[src/rtl/sbm_pkg.sv]
package sbm_pkg;
  // register byte offsets
  localparam logic [2:0] OFS_MODE = 3'd0;
  localparam logic [2:0] OFS_RXD  = 3'd1;
  localparam logic [2:0] OFS_TXD  = 3'd2;
  localparam logic [2:0] OFS_CTRL = 3'd3;
  localparam logic [2:0] OFS_STAT = 3'd4;
  localparam logic [2:0] OFS_DIV  = 3'd6;

  // mode register bit positions
  localparam int MB_LOOP = 0;
  localparam int MB_CPOL = 1;
  localparam int MB_LSB  = 2;
  localparam int MB_EN   = 3;
  localparam int MB_LEAD = 4;
  localparam int MODE_W  = 5;

  typedef struct packed {
    logic lead;
    logic en;
    logic lsb;
    logic cpol;
    logic loop;
  } mode_t;
endpackage

[src/rtl/sbm_clkdiv.sv]
module sbm_clkdiv #(
  parameter int DIV_W = 8
) (
  input  logic             clk,
  input  logic             rst_n,
  input  logic             run,
  input  logic [DIV_W-1:0] div,
  output logic             tick
);
  localparam int CW = DIV_W + 1;

  // half period in bus clocks is 2*(div+1); counter wraps at this limit
  function automatic logic [CW-1:0] half_limit(input logic [DIV_W-1:0] d);
    return {d, 1'b1};
  endfunction

  logic [CW-1:0] cnt;
  logic          at_limit;

  assign at_limit = (cnt == half_limit(div));
  assign tick     = run && at_limit;

  always_ff @(posedge clk or negedge rst_n) begin
    if (!rst_n)              cnt <= '0;
    else if (!run || at_limit) cnt <= '0;
    else                     cnt <= cnt + 1'b1;
  end

  // half period is at least two bus clocks
  assert_tick_spacing_R5: assert property (@(posedge clk) disable iff (!rst_n)
    tick |=> !tick);
endmodule

[src/rtl/sbm_shifter.sv]
module sbm_shifter #(
  parameter int W = 8
) (
  input  logic         clk,
  input  logic         rst_n,
  input  logic         start,
  input  logic         tick,
  input  logic [W-1:0] tx_byte,
  input  logic         lead,
  input  logic         lsb,
  input  logic         cpol,
  input  logic         loop,
  input  logic         miso,
  output logic         active,
  output logic         done,
  output logic [W-1:0] rx_final,
  output logic         sclk,
  output logic         mosi
);
  localparam int EDGES = 2 * W;
  localparam int ECW   = $clog2(EDGES + 1);
  localparam int BCW   = $clog2(W + 1);

  function automatic logic pick_bit(input logic [W-1:0] b, input int idx, input logic lsb_first);
    return lsb_first ? b[idx] : b[W-1-idx];
  endfunction

  function automatic logic [W-1:0] shift_in(input logic [W-1:0] sr, input logic din, input logic lsb_first);
    return lsb_first ? {din, sr[W-1:1]} : {sr[W-2:0], din};
  endfunction

  logic           phase;
  logic [ECW-1:0] edge_cnt;
  logic [BCW-1:0] out_idx;
  logic [W-1:0]   tx_hold;
  logic [W-1:0]   rx_sr;
  logic           mosi_q;
  logic           edge_now, sample_now, drive_now, last_edge, din;
  logic [W-1:0]   rx_next;

  assign edge_now   = active && tick;
  // phase 0 -> 1 is a leading edge
  assign sample_now = edge_now && (lead ? !phase : phase);
  assign drive_now  = edge_now && (lead ? phase : !phase) && (out_idx < BCW'(W));
  assign last_edge  = edge_now && (edge_cnt == ECW'(EDGES - 1));
  assign din        = loop ? mosi_q : miso;
  assign rx_next    = shift_in(rx_sr, din, lsb);
  assign rx_final   = sample_now ? rx_next : rx_sr;
  assign done       = last_edge;
  assign sclk       = cpol ^ phase;
  assign mosi       = mosi_q;

  always_ff @(posedge clk or negedge rst_n) begin
    if (!rst_n) begin
      active   <= 1'b0;
      phase    <= 1'b0;
      edge_cnt <= '0;
      out_idx  <= '0;
      tx_hold  <= '0;
      rx_sr    <= '0;
      mosi_q   <= 1'b0;
    end else if (start) begin
      active   <= 1'b1;
      phase    <= 1'b0;
      edge_cnt <= '0;
      tx_hold  <= tx_byte;
      rx_sr    <= '0;
      if (lead) begin
        mosi_q  <= pick_bit(tx_byte, 0, lsb);
        out_idx <= BCW'(1);
      end else begin
        out_idx <= '0;
      end
    end else if (edge_now) begin
      phase    <= ~phase;
      edge_cnt <= edge_cnt + 1'b1;
      if (sample_now) rx_sr <= rx_next;
      if (drive_now) begin
        mosi_q  <= pick_bit(tx_hold, int'(out_idx), lsb);
        out_idx <= out_idx + 1'b1;
      end
      if (last_edge) active <= 1'b0;
    end
  end

  // clock rests at idle level outside a transfer
  assert_sclk_idle_R5: assert property (@(posedge clk) disable iff (!rst_n)
    !active |-> (sclk == cpol));
  // a launch enters the active state with no edge yet
  assert_launch_R3: assert property (@(posedge clk) disable iff (!rst_n)
    start |=> (active && sclk == cpol));
endmodule

[src/rtl/sbm_regs.sv]
module sbm_regs
  import sbm_pkg::*;
#(
  parameter int DW = 8
) (
  input  logic          clk,
  input  logic          rst_n,
  input  logic [2:0]    addr,
  input  logic          wr,
  input  logic          rd,
  input  logic [DW-1:0] wdata,
  input  logic          busy,
  input  logic          done,
  input  logic [DW-1:0] rx_byte,
  output logic [DW-1:0] rdata,
  output mode_t         mode,
  output logic [DW-1:0] txd,
  output logic [7:0]    div,
  output logic          start,
  output logic          rx_ready
);
  logic [DW-1:0] rxd;
  logic          rd_rxd;

  assign rd_rxd = rd && (addr == OFS_RXD);
  assign start  = wr && (addr == OFS_CTRL) && wdata[0] && mode.en && !busy;

  always_ff @(posedge clk or negedge rst_n) begin
    if (!rst_n) begin
      mode     <= '0;
      txd      <= '0;
      div      <= '0;
      rxd      <= '0;
      rx_ready <= 1'b0;
    end else begin
      if (wr && addr == OFS_MODE) mode <= mode_t'(wdata[MODE_W-1:0]);
      if (wr && addr == OFS_TXD)  txd  <= wdata;
      if (wr && addr == OFS_DIV)  div  <= wdata[7:0];
      if (done) begin
        rxd      <= rx_byte;
        rx_ready <= 1'b1;
      end else if (rd_rxd) begin
        rx_ready <= 1'b0;
      end
    end
  end

  always_comb begin
    rdata = '0;
    unique case (addr)
      OFS_MODE: rdata = DW'(mode);
      OFS_RXD:  rdata = rxd;
      OFS_TXD:  rdata = txd;
      OFS_STAT: rdata = DW'({busy, rx_ready});
      OFS_DIV:  rdata = DW'(div);
      default:  rdata = '0;
    endcase
  end

  // reading the receive register drops the ready flag
  assert_rx_clear_R10: assert property (@(posedge clk) disable iff (!rst_n)
    (rd_rxd && !done) |=> !rx_ready);
endmodule

[src/rtl/spi_byte_master.sv]
module spi_byte_master
  import sbm_pkg::*;
#(
  parameter int DW    = 8,
  parameter int DIV_W = 8
) (
  input  logic          clk,
  input  logic          rst_n,
  input  logic [2:0]    bus_addr,
  input  logic          bus_wr,
  input  logic          bus_rd,
  input  logic [DW-1:0] bus_wdata,
  output logic [DW-1:0] bus_rdata,
  output logic          sclk,
  output logic          mosi,
  input  logic          miso,
  output logic          irq
);
  mode_t          mode;
  logic [DW-1:0]  txd;
  logic [7:0]     div;
  logic           start_cmd;
  logic           rx_ready;
  logic           xfer_active;
  logic           xfer_done;
  logic           div_tick;
  logic [DW-1:0]  rx_final;
  logic           busy_tail;
  logic           busy;

  assign busy = xfer_active || busy_tail;
  assign irq  = rx_ready;

  always_ff @(posedge clk or negedge rst_n) begin
    if (!rst_n) busy_tail <= 1'b0;
    else        busy_tail <= xfer_done;
  end

  sbm_regs #(.DW(DW)) u_regs (
    .clk      (clk),
    .rst_n    (rst_n),
    .addr     (bus_addr),
    .wr       (bus_wr),
    .rd       (bus_rd),
    .wdata    (bus_wdata),
    .busy     (busy),
    .done     (xfer_done),
    .rx_byte  (rx_final),
    .rdata    (bus_rdata),
    .mode     (mode),
    .txd      (txd),
    .div      (div),
    .start    (start_cmd),
    .rx_ready (rx_ready)
  );

  sbm_clkdiv #(.DIV_W(DIV_W)) u_div (
    .clk   (clk),
    .rst_n (rst_n),
    .run   (xfer_active),
    .div   (DIV_W'(div)),
    .tick  (div_tick)
  );

  sbm_shifter #(.W(DW)) u_shift (
    .clk      (clk),
    .rst_n    (rst_n),
    .start    (start_cmd),
    .tick     (div_tick),
    .tx_byte  (txd),
    .lead     (mode.lead),
    .lsb      (mode.lsb),
    .cpol     (mode.cpol),
    .loop     (mode.loop),
    .miso     (miso),
    .active   (xfer_active),
    .done     (xfer_done),
    .rx_final (rx_final),
    .sclk     (sclk),
    .mosi     (mosi)
  );

  // no launch follows a cycle with the port disabled
  assert_disabled_start_R4: assert property (@(posedge clk) disable iff (!rst_n)
    !mode.en |=> !$rose(xfer_active));
  // no launch follows a busy cycle
  assert_busy_start_R4: assert property (@(posedge clk) disable iff (!rst_n)
    busy |=> !$rose(xfer_active));
  // completion raises the interrupt
  assert_irq_on_done_R9: assert property (@(posedge clk) disable iff (!rst_n)
    xfer_done |=> irq);
  // busy outlives the transfer by exactly one cycle
  assert_busy_hold_R9: assert property (@(posedge clk) disable iff (!rst_n)
    $fell(xfer_active) |-> busy);
  assert_busy_drop_R9: assert property (@(posedge clk) disable iff (!rst_n)
    $fell(xfer_active) |=> !busy);
endmodule

[config.mk]
export PLATFORM = sky130hd
export DESIGN_NAME = spi_byte_master
export DESIGN_NICKNAME = d
export VERILOG_FILES = /design/src/rtl/sbm_pkg.sv /design/src/rtl/sbm_clkdiv.sv /design/src/rtl/sbm_shifter.sv /design/src/rtl/sbm_regs.sv /design/src/rtl/spi_byte_master.sv
export SDC_FILE = /design/constraint.sdc
export NUM_CORES = 1
export LEC_CHECK = 0
export ABC_CLOCK_PERIOD_IN_PS = 2400
export BUFFER_PORTS_ARGS = -buffer_cell sky130_fd_sc_hd__buf_2
export CORE_ASPECT_RATIO = 1.4
export CORE_MARGIN = 5
export CORE_UTILIZATION = 35
export DETAILED_ROUTE_END_ITERATION = 10
export GPL_ROUTABILITY_DRIVEN = 0
export GPL_TIMING_DRIVEN = 0
export PLACE_DENSITY = 0.57
export REMOVE_ABC_BUFFERS = 1
export SLEW_MARGIN = 20
export SYNTH_ARGS = -nofsm -noshare
export SYNTH_HDL_FRONTEND = slang
export SYNTH_SLANG_ARGS = --single-unit
[constraint.sdc]
create_clock -name clk -period 2.4 [get_ports clk]
set_input_delay 0.24 -clock clk [delete_from_list [all_inputs] [get_ports clk]]
set_output_delay 0.24 -clock clk [all_outputs]
set_load 0.05 [all_outputs]
## After elaboration in Yosys (flattened, before gate mapping)

Cells that the tools add are included.

| cells by class | value |
|---|---|
| add/subtract/negate cells | 4 |
| magnitude comparators | 3 |
| bitwise operators | 2 |
| mux-type cells | 33 |
| reductions and logical operators | 27 |
| equal/unequal tests | 8 |

Operators by type and width:

| kind | count |
|---|---|
| 8-bit one-hot mux with 5 select lines | 1 |
| 32-bit by 5-bit < comparator with 1-bit output (second input constant) | 1 |
| 8-bit two-way mux | 4 |
| 1-bit two-way mux | 20 |
| 1-bit logical AND | 14 |
| 4-bit two-way mux | 3 |
| 5-bit two-way mux | 2 |
| 9-bit by 1-bit adder with 9-bit output (second input constant) | 1 |
| 9-bit equality test | 1 |
| 9-bit two-way mux | 1 |
| 4-bit < comparator (second input constant) | 2 |
| 2-bit nonzero test | 4 |
| 1-bit binary-select mux with 3-bit select | 2 |
| 3-bit by 2-bit equality test with 1-bit output (second input constant) | 2 |
| 3-bit equality test (second input constant) | 2 |
| 5-bit by 1-bit adder with 5-bit output (second input constant) | 1 |
| 5-bit by 4-bit equality test with 1-bit output (second input constant) | 1 |
| 3-bit by 4-bit subtractor with 5-bit output (first input constant) | 1 |
| 4-bit by 1-bit adder with 4-bit output (second input constant) | 1 |
| 2-bit AND reduction | 2 |
| 3-bit by 1-bit equality test with 1-bit output (second input constant) | 1 |
| 1-bit logical NOT | 3 |
| 3-bit logical NOT | 1 |
| 3-bit AND reduction | 1 |
| 4 further kinds | 5 |

| word-level totals | value |
|---|---|
| logic and storage cells | 95 |
| flip-flop bits (word level) | 68 |
| output and inout bits | 11 |
| input bits | 16 |

## Logic depth before layout (Yosys ltp)

Gate-level depths: netlist (run 1).

| depth | value |
|---|---|
| depth in word-level cells | 8 |
| mapped depth | 7 |
| mapped depth without buffers | 6 |

## Modules after synthesis

A second synthesis (run 1) with hierarchy kept.

| second synthesis, totals | value |
|---|---|
| cell total of the unflattened synthesis | 299 |
| area total of the unflattened synthesis | 3517.1 µm² |

By module, submodules not included:

| module | sequential area each (µm²) | times used | area each (µm²) | cells each |
|---|---|---|---|---|
| sbm_shifter | 700.7 | 1 | 1545.2 | 142 |
| sbm_regs | 750.7 | 1 | 1438.9 | 104 |
| sbm_clkdiv | 225.2 | 1 | 501.7 | 51 |
| spi_byte_master | 25.0 | 1 | 31.3 | 2 |

## Worst setup path before layout (run 1)

No wires, ideal clock.

| timing | value |
|---|---|
| kind | reg2out |
| start point | register, netlist name u_regs.mode[2] |
| end point | output bus_rdata[2] |
| data arrival time | 2.154 ns |
| required time | 2.160 ns |
| stages on the path, launching flop included | 7 |
| path buffers | 2 |
| setup slack | 0.006 ns |
| cells stage by stage | dfrtp_1 > clkbuf_1 > clkbuf_1 > mux2i_1 > nor2_1 > a21oi_1 > o21ai_0 |

| between the ends | value |
|---|---|
| word-level cells in the longest chain between the ends | 1 |

Ends and longest elaborated chain:

| element | RTL line | source |
|---|---|---|
| 8-bit one-hot mux with 5 select lines | sbm_regs.sv:50 | `unique case (addr)` |
| to (decl) | spi_byte_master.sv:13 | `output logic [DW-1:0] bus_rdata,` |

No other way between the ends.

## Worst setup path after layout (run 1)

| timing | value |
|---|---|
| start point | register u_shift.active |
| end point | output bus_rdata[1] |

| between the ends | value |
|---|---|
| word-level cells in the longest chain between the ends | 2 |

Ends and longest elaborated chain:

| element | RTL line | source |
|---|---|---|
| from (decl) | sbm_shifter.sv:14 | `output logic active,` |
| from (signal assigned) | sbm_shifter.sv:55 | `active <= 1'b0;` |
| from (signal assigned) | sbm_shifter.sv:63 | `active <= 1'b1;` |
| from (signal assigned) | sbm_shifter.sv:82 | `if (last_edge) active <= 1'b0;` |
| 1-bit logical OR | spi_byte_master.sv:31 | `assign busy = xfer_active \|\| busy_tail;` |
| 8-bit one-hot mux with 5 select lines | sbm_regs.sv:50 |  |

No other way between the ends.

==> flow_summary.yaml, run 1 <==
critical_path:
  cp-startpoint: "u_shift.active$_DFFE_PN0P_"
  worstSetupPathType: "reg -> out"
  r2r_end: "u_regs.rxd[7]$_DFFE_PN0P_"
  timing.rr.start: "u_shift.phase$_DFFE_PN0P_"
  reg2reg_depth: 6
  endpoint_kind: "output pin"
  arrival_ns: 2.00
  r2r_slack_ns: 0.18
  worst-path-max-fanout: 6
  cp.required_ns: 2.16
  critPathLaunchType: "flop"
  endpoint: "bus_rdata[1]"
grt:
  grt_max_degree: 49
  antenna_found_initial: 0
  grt_first_pass_wirelength_um: 13700
  grt_pass1_vias: 2712
  grt_usage_pct: 14.7
  grt-ovfl-total: 0
logic_synthesis:
  ys_types: 37
  yosysSeqAreaShare_pct: 47.9
  synthFlopType: "dfrtp_1"
  syn_area_per_cell_um2: 10.8
  synth_edf_count: 0
  yosys_warnings: 0
  syn-cell-area_um2: 3550
  syn_inst: 329
  ys_seq_elements: 68
  synthArstFlopShare_pct: 100
cts:
  cts_tree: "yes"
  clockBufferDepth: 2
  clock_sinks: 68
  cts_root_buf: "clkbuf_16"
  path_clk_slew_ns: 0.05
  clk_latency_ns: 0.33
  htreeDepth: 3
  cts_made_buffers: 9
floorplanning:
  pin_count: 27
  die_y_um: 129
  die_w_um: 95.2
  coreArea_um2: 9950
  die-area_um2: 12300
  rows: 43
  initial_core_util_pct: 35.7
route:
  wl_per_cell_um: 16.5
  routed-via-count: 2563
  antenna_left: 0
  dr.pass1.iters: 4
  drt_iter0_drc: 103
  wirelength_um: 8170
  drc: 0
  vias_per_cell: 5.18
layout:
  multi_input_comb_area_um2: 1800
  fillCellCount: 965
  drive_gt1_share_pct: 28.9
  regArea_um2: 1700
  area_growth_pct: 17.4
  instances_no_fill: 495
  antenna_cells: 0
  nNetsFinal: 376
timing:
  maxSlewViolCount: 0
  tightestPinTransition_ns: 0.780
  timing.fmax_ghz: 0.447
  timing.hold.ws_ns: 0.154
  skew_ns: 0.00865
  rsz0062_at_grt: "no"
  finalSetupViolations: 0
  min_period_ns: 2.24
  setup_tns_ns: 0
  finalHoldViolCount: 0
  period_share_pct: 93.2
  relSlewSlack_pct: 47.8
placed_design:
  place_inst: 478
  post-dp-hpwl_um: 6110
  port_buffers: 26
run_status:
  status: "finished, final reports clean"
power:
  power.density_nw_per_um2: 935
  p_leak_nw: 1.91
  peakVddDrop_mv: 0.566
min_path:
  hp-class: "in -> reg"
run:
  cap_violations: 0
## report_power, final
| part | total, W | switching [W] | internal [W] |
|---|---|---|---|
| logic | 0.000969 | 0.000529 | 0.000440 |
| clock network | 0.00129 | 0.000469 | 0.000820 |
| registers | 0.00164 | 0.000285 | 0.00136 |
| total | 0.00390 | 0.00128 | 0.00262 |
## stage by stage
step | power [W] | utilization [%] | cell area, µm² | setup slack (ns)
2_1_floorplan | 0.00234 | - | 3500 | 0.0527
3_3_place_gp | 0.00258 | 38.1 | 3800 | -0.828
3_5_place_dp | 0.00261 | 38.6 | 3840 | -0.184
4_1_cts | 0.00393 | 41.7 | 4150 | 0.0738
5_1_grt | 0.00413 | 41.9 | 4170 | 0.0121
6_report | 0.00390 | 41.9 | 4170 | 0.164
## flip-flops by register name, indices dropped and copies added (netlist names), 4 cells and up
signal and count:
u_shift.tx_hold 8, u_regs.txd 8, u_div.cnt 9, u_shift.rx_sr 8
u_shift.out_idx 4, u_regs.div 8, u_regs.mode 5, u_shift.edge_cnt 5
u_regs.rxd 8
## cell usage after synthesis, drive strengths merged, types with 2 or more instances
library cell | number | share of area (%)
mux2 | 44 | 14
buf | 4 | 0.56
inv | 8 | 0.84
nand2 | 46 | 4.9
clkbuf | 10 | 1.1
or4 | 3 | 0.63
nor4 | 4 | 1.1
dfrtp | 68 | 48
mux2i | 8 | 2.3
a22oi | 4 | 0.84
or3 | 2 | 0.35
nor2 | 19 | 2.1
o21ai | 15 | 2.1
and3 | 5 | 0.88
a22o | 8 | 2.0
a21oi | 9 | 1.3
nand3 | 18 | 2.5
xor2 | 5 | 1.2
nand4 | 5 | 0.88
and2 | 3 | 0.53
mux4 | 5 | 3.2
ha | 4 | 1.4
nor2b | 2 | 0.35
nand2b | 3 | 0.53
xnor2 | 13 | 4.0
o2111ai | 2 | 0.49
nor3 | 5 | 0.70
## metal layers
layer	track usage, %	vias up	share of wire [%]	routed length, µm
met5	0	-	0	0
met4	7.05	0	2.8	231
met3	3.02	14	2.8	231
met2	23.7	50	49	4000
met1	18.6	1269	45	3700
li1	-	1230	-	-
## what timing repair did
item,4_1_cts,5_1_grt
pin swaps,0,1
setup buffers,0,1
gates cloned,0,0
setup endpoints to repair,8,16
endpoints found under the hold margin,20,0
gates resized for setup,2,2
hold buffers,1,0
## cells by family (layout without fill, tap and decap cells)
family          after synthesis  in the layout  synth area share [%]
simple gates                118            118                  16.1
flops                        68             68                  47.9
mux                          57             57                  19.4
compound gates               42             42                  7.53
buf+inv                      22             53                  2.46
xor+xnor                     18             18                  5.28
fa+ha+maj                     4              4                  1.41
## worst min-delay path by stage
stage | depth (start not counted) | end | from
final | 2 | u_regs.div[6]$_DFFE_PN0P_ | bus_wdata[6]
after global routing | 2 | u_regs.div[6]$_DFFE_PN0P_ | bus_wdata[6]
after CTS | 2 | u_regs.txd[6]$_DFFE_PN0P_ | bus_wdata[6]
after detailed placement | 1 | u_div.cnt[3]$_DFF_PN0_ | rst_n
after global placement | 2 | u_shift.tx_hold[1]$_DFFE_PN0P_ | u_shift.tx_hold[1]$_DFFE_PN0P_
after floorplan | 0 | busy_tail$_DFF_PN0_ | rst_n
## critical path: stages, from the launching register on
cell	delay, ns
dfrtp_1	0.44
or2_2	0.36
mux4_2	0.49
inv_1	0.07
o21ai_0	0.07
buf_2	0.23
## placed cells by master (no fill, tap or decap), types with 7 or more instances in the layout
cell / n
xnor2_1: 9
clkbuf_16: 9
a22o_1: 8
nand2_1: 46
mux2i_1: 7
inv_1: 8
a21oi_1: 9
nand3_1: 18
o21ai_0: 15
mux2_2: 44
buf_2: 25
nor2_1: 18
dfrtp_1: 68
## area by class of cell
type | count | area share, %
Clock inverter | 5 | 1.26
Multi-Input combinational cell | 239 | 43.0
Inverter | 8 | 0.719
Sequential cell | 68 | 40.8
Timing Repair Buffer | 30 | 4.44
Clock buffer | 10 | 5.73
Tap cell | 135 | 4.05
No activity file was read; power rests on OpenSTA's default activity.
==> run 2: changes to the inputs <==
--- a/config.mk
+++ b/config.mk
@@ -14,8 +14,10 @@
 export GPL_ROUTABILITY_DRIVEN = 0
 export GPL_TIMING_DRIVEN = 0
 export PLACE_DENSITY = 0.57
+export RECOVER_POWER = 25
 export REMOVE_ABC_BUFFERS = 1
 export SLEW_MARGIN = 20
 export SYNTH_ARGS = -nofsm -noshare
 export SYNTH_HDL_FRONTEND = slang
+export SYNTH_HIERARCHICAL = 1
 export SYNTH_SLANG_ARGS = --single-unit
==> flow_summary.yaml, run 2 <==
floorplanning:
  die-area_um2: 12200
  initial_core_util_pct: 35.5
  coreArea_um2: 9900
  rows: 43
  pin_count: 27
  die_w_um: 94.7
  die_y_um: 129
route:
  routed-via-count: 2415
  wl_per_cell_um: 17.1
  antenna_left: 0
  drc: 0
  top_layer: "met4"
  vias_per_cell: 5.13
  wirelength_um: 8040
  wl_met3_um: 335
  met1Wirelength_um: 3570
  dr_wl_met2_um: 4030
  drt_iter0_drc: 120
  dr.pass1.iters: 4
timing:
  finalSetupViolations: 0
  skew_ns: 0.00693
  maxSlewViolCount: 31
  tightestPinTransition_ns: 1.64
  finalHoldViolCount: 0
  period_share_pct: 95.0
  relSlewSlack_pct: -9.47
  timing.hold.ws_ns: 0.163
  min_period_ns: 2.28
  timing.fmax_ghz: 0.439
logic_synthesis:
  ys_seq_elements: 68
  yosysSeqAreaShare_pct: 48.4
  synthArstFlopShare_pct: 100
  synthFlopType: "dfrtp_1"
  synth_common_cells: "68 x dfrtp_1, 37 x mux2_2, 29 x nor2_1, 19 x mux2i_1, 17 x xnor2_1"
  synthTopCellsByArea: "dfrtp_1 48%, mux2_2 12%, mux2i_1 5.4%"
  ys_types: 54
  yosys_warnings: 6
  syn-cell-area_um2: 3520
  synth.largest_area_cell: "dfrtp_1"
  synthMostInstantiatedCell: "dfrtp_1"
  synth_edf_count: 0
  syn_inst: 299
  syn_area_per_cell_um2: 11.8
  synth_top_area_share_pct: 48.4
run_status:
  status: "complete, but fails checks"
  violations: "max-capacitance violations, max-slew violations"
cts:
  cts_tree: "yes"
  clk_latency_ns: 0.33
  path_clk_slew_ns: 0.05
  htreeDepth: 3
  clock_sinks: 68
  cts_root_buf: "clkbuf_16"
  cts_made_buffers: 9
  clockBufferDepth: 2
critical_path:
  worstSetupPathType: "reg -> reg"
  critPathLaunchType: "flop"
  cp.required_ns: 2.61
  endpoint_kind: "flop"
  arrival_ns: 2.49
  worst-path-max-fanout: 10
layout:
  antenna_cells: 0
  drive_gt1_share_pct: 32.7
  area_growth_pct: 18.6
  design_area_um2: 4170
  nNetsFinal: 352
  final_common_cell: "dfrtp_1"
  layout_common_cells: "67 x dfrtp_1, 37 x mux2_2, 29 x nor2_1, 26 x buf_2, 19 x mux2i_1"
  max_flop_register: "u_div/cnt"
  instances_no_fill: 471
  largest_register_ffs: 9
  finish.utilization_pct: 42.2
placed_design:
  post-dp-hpwl_um: 5690
  place_inst: 447
  place_area_um2: 3780
  port_buffers: 26
grt:
  grt_usage_pct: 14.1
  grt_max_degree: 40
  antenna_found_initial: 0
  grt_pass1_vias: 2536
  grt-ovfl-total: 0
  grt_first_pass_wirelength_um: 13200
power:
  power.density_nw_per_um2: 937
  total_power_w: 0.00391
  peakVddDrop_mv: 0.562
  p_leak_nw: 1.87
min_path:
  hp-class: "in -> reg"
run:
  cap_violations: 1
## run 2: cell types whose count changed after synthesis, sizes merged, moves of 6 or more
cell,previous run,this run
nand2,46,11
nand3,18,6
mux2i,8,19
o21ai,15,4
nor2,19,29
a22o,8,0
buf,4,12
a211oi,0,7
o2bb2ai,0,6
## run 2: report_power, final
group	internal (W)	switching (W)	total, W
Combinational	0.000468	0.000506	0.000974
Sequential	0.00139	0.000288	0.00168
Clock	0.000805	0.000455	0.00126
## run 2: layout make-up
class / count / area (µm²)
clock inverter: 1 / 5.00
multi-input combinational: 207 / 1760
timing repair buffer: 39 / 230
inverter: 7 / 26.3
tap: 135 / 169
clock buffer: 14 / 284
fill: 954 / 5730
sequential: 68 / 1700
## run 2: critical path: stages (launching register included)
cell	delay, ns
dfrtp_1	0.43
xnor2_2	0.18
nand4_1	0.19
nor4_4	0.32
and2_4	0.20
and2_4	0.21
mux2_2	0.36
mux2_2	0.26
## run 2: worst paths after layout
check,from,endpoint,slack (ns),cells past startpoint
setup / recovery,u_regs/div[3]$_DFFE_PN0P_,u_regs/rxd[7]$_DFFE_PN0P_,0.12,7
hold / removal,bus_wdata[7],u_regs/txd[7]$_DFFE_PN0P_,0.16,2
setup reg to reg,u_regs/div[3]$_DFFE_PN0P_,u_regs/rxd[7]$_DFFE_PN0P_,0.12,7
hold reg to reg,u_div/cnt[0]$_DFF_PN0_,u_div/cnt[0]$_DFF_PN0_,0.52,1
max in group asynchronous,rst_n,u_shift/rx_sr[5]$_DFFE_PN0P_,0.44,3
min in group asynchronous,rst_n,u_shift/out_idx[1]$_DFFE_PN0P_,0.87,2
## run 2: cells by family (layout without fill, tap and decap cells)
logic type / count (synthesis) / after routing / synth area share [%]
flip-flops: 68 / 68 / 48.4
AND/OR/NAND/NOR: 74 / 75 / 11.5
buffers and inverters: 25 / 61 / 3.52
AO/OA/AOI/OAI: 44 / 44 / 9.61
multiplexers: 61 / 61 / 19.6
adder cells (fa/ha/maj): 4 / 4 / 1.42
XOR/XNOR: 23 / 23 / 5.94
## run 2: through the flow
stage / setup WS [ns] / setup TNS, ns
floorplan: -1.02 / -17.01
global route: -0.0289 / -0.175
global placement: -2.39 / -55.25
finish: 0.121 / 0
detailed placement: -0.724 / -9.19
CTS: 0.0236 / 0
## run 2: layer usage
metal	GRT usage [%]	vias up
met1	18.3	1216
met5	0	-
li1	-	1147
met2	22.8	44
met4	4.59	0
met3	3.74	8
## run 2: timing repair
item	in CTS	in global routing
buffers inserted	5	2
pin swaps	3	3
hold endpoints to repair	29	0
hold buffers	1	0
gates cloned	1	0
endpoints found under the setup margin	24	11
resized for setup	6	4
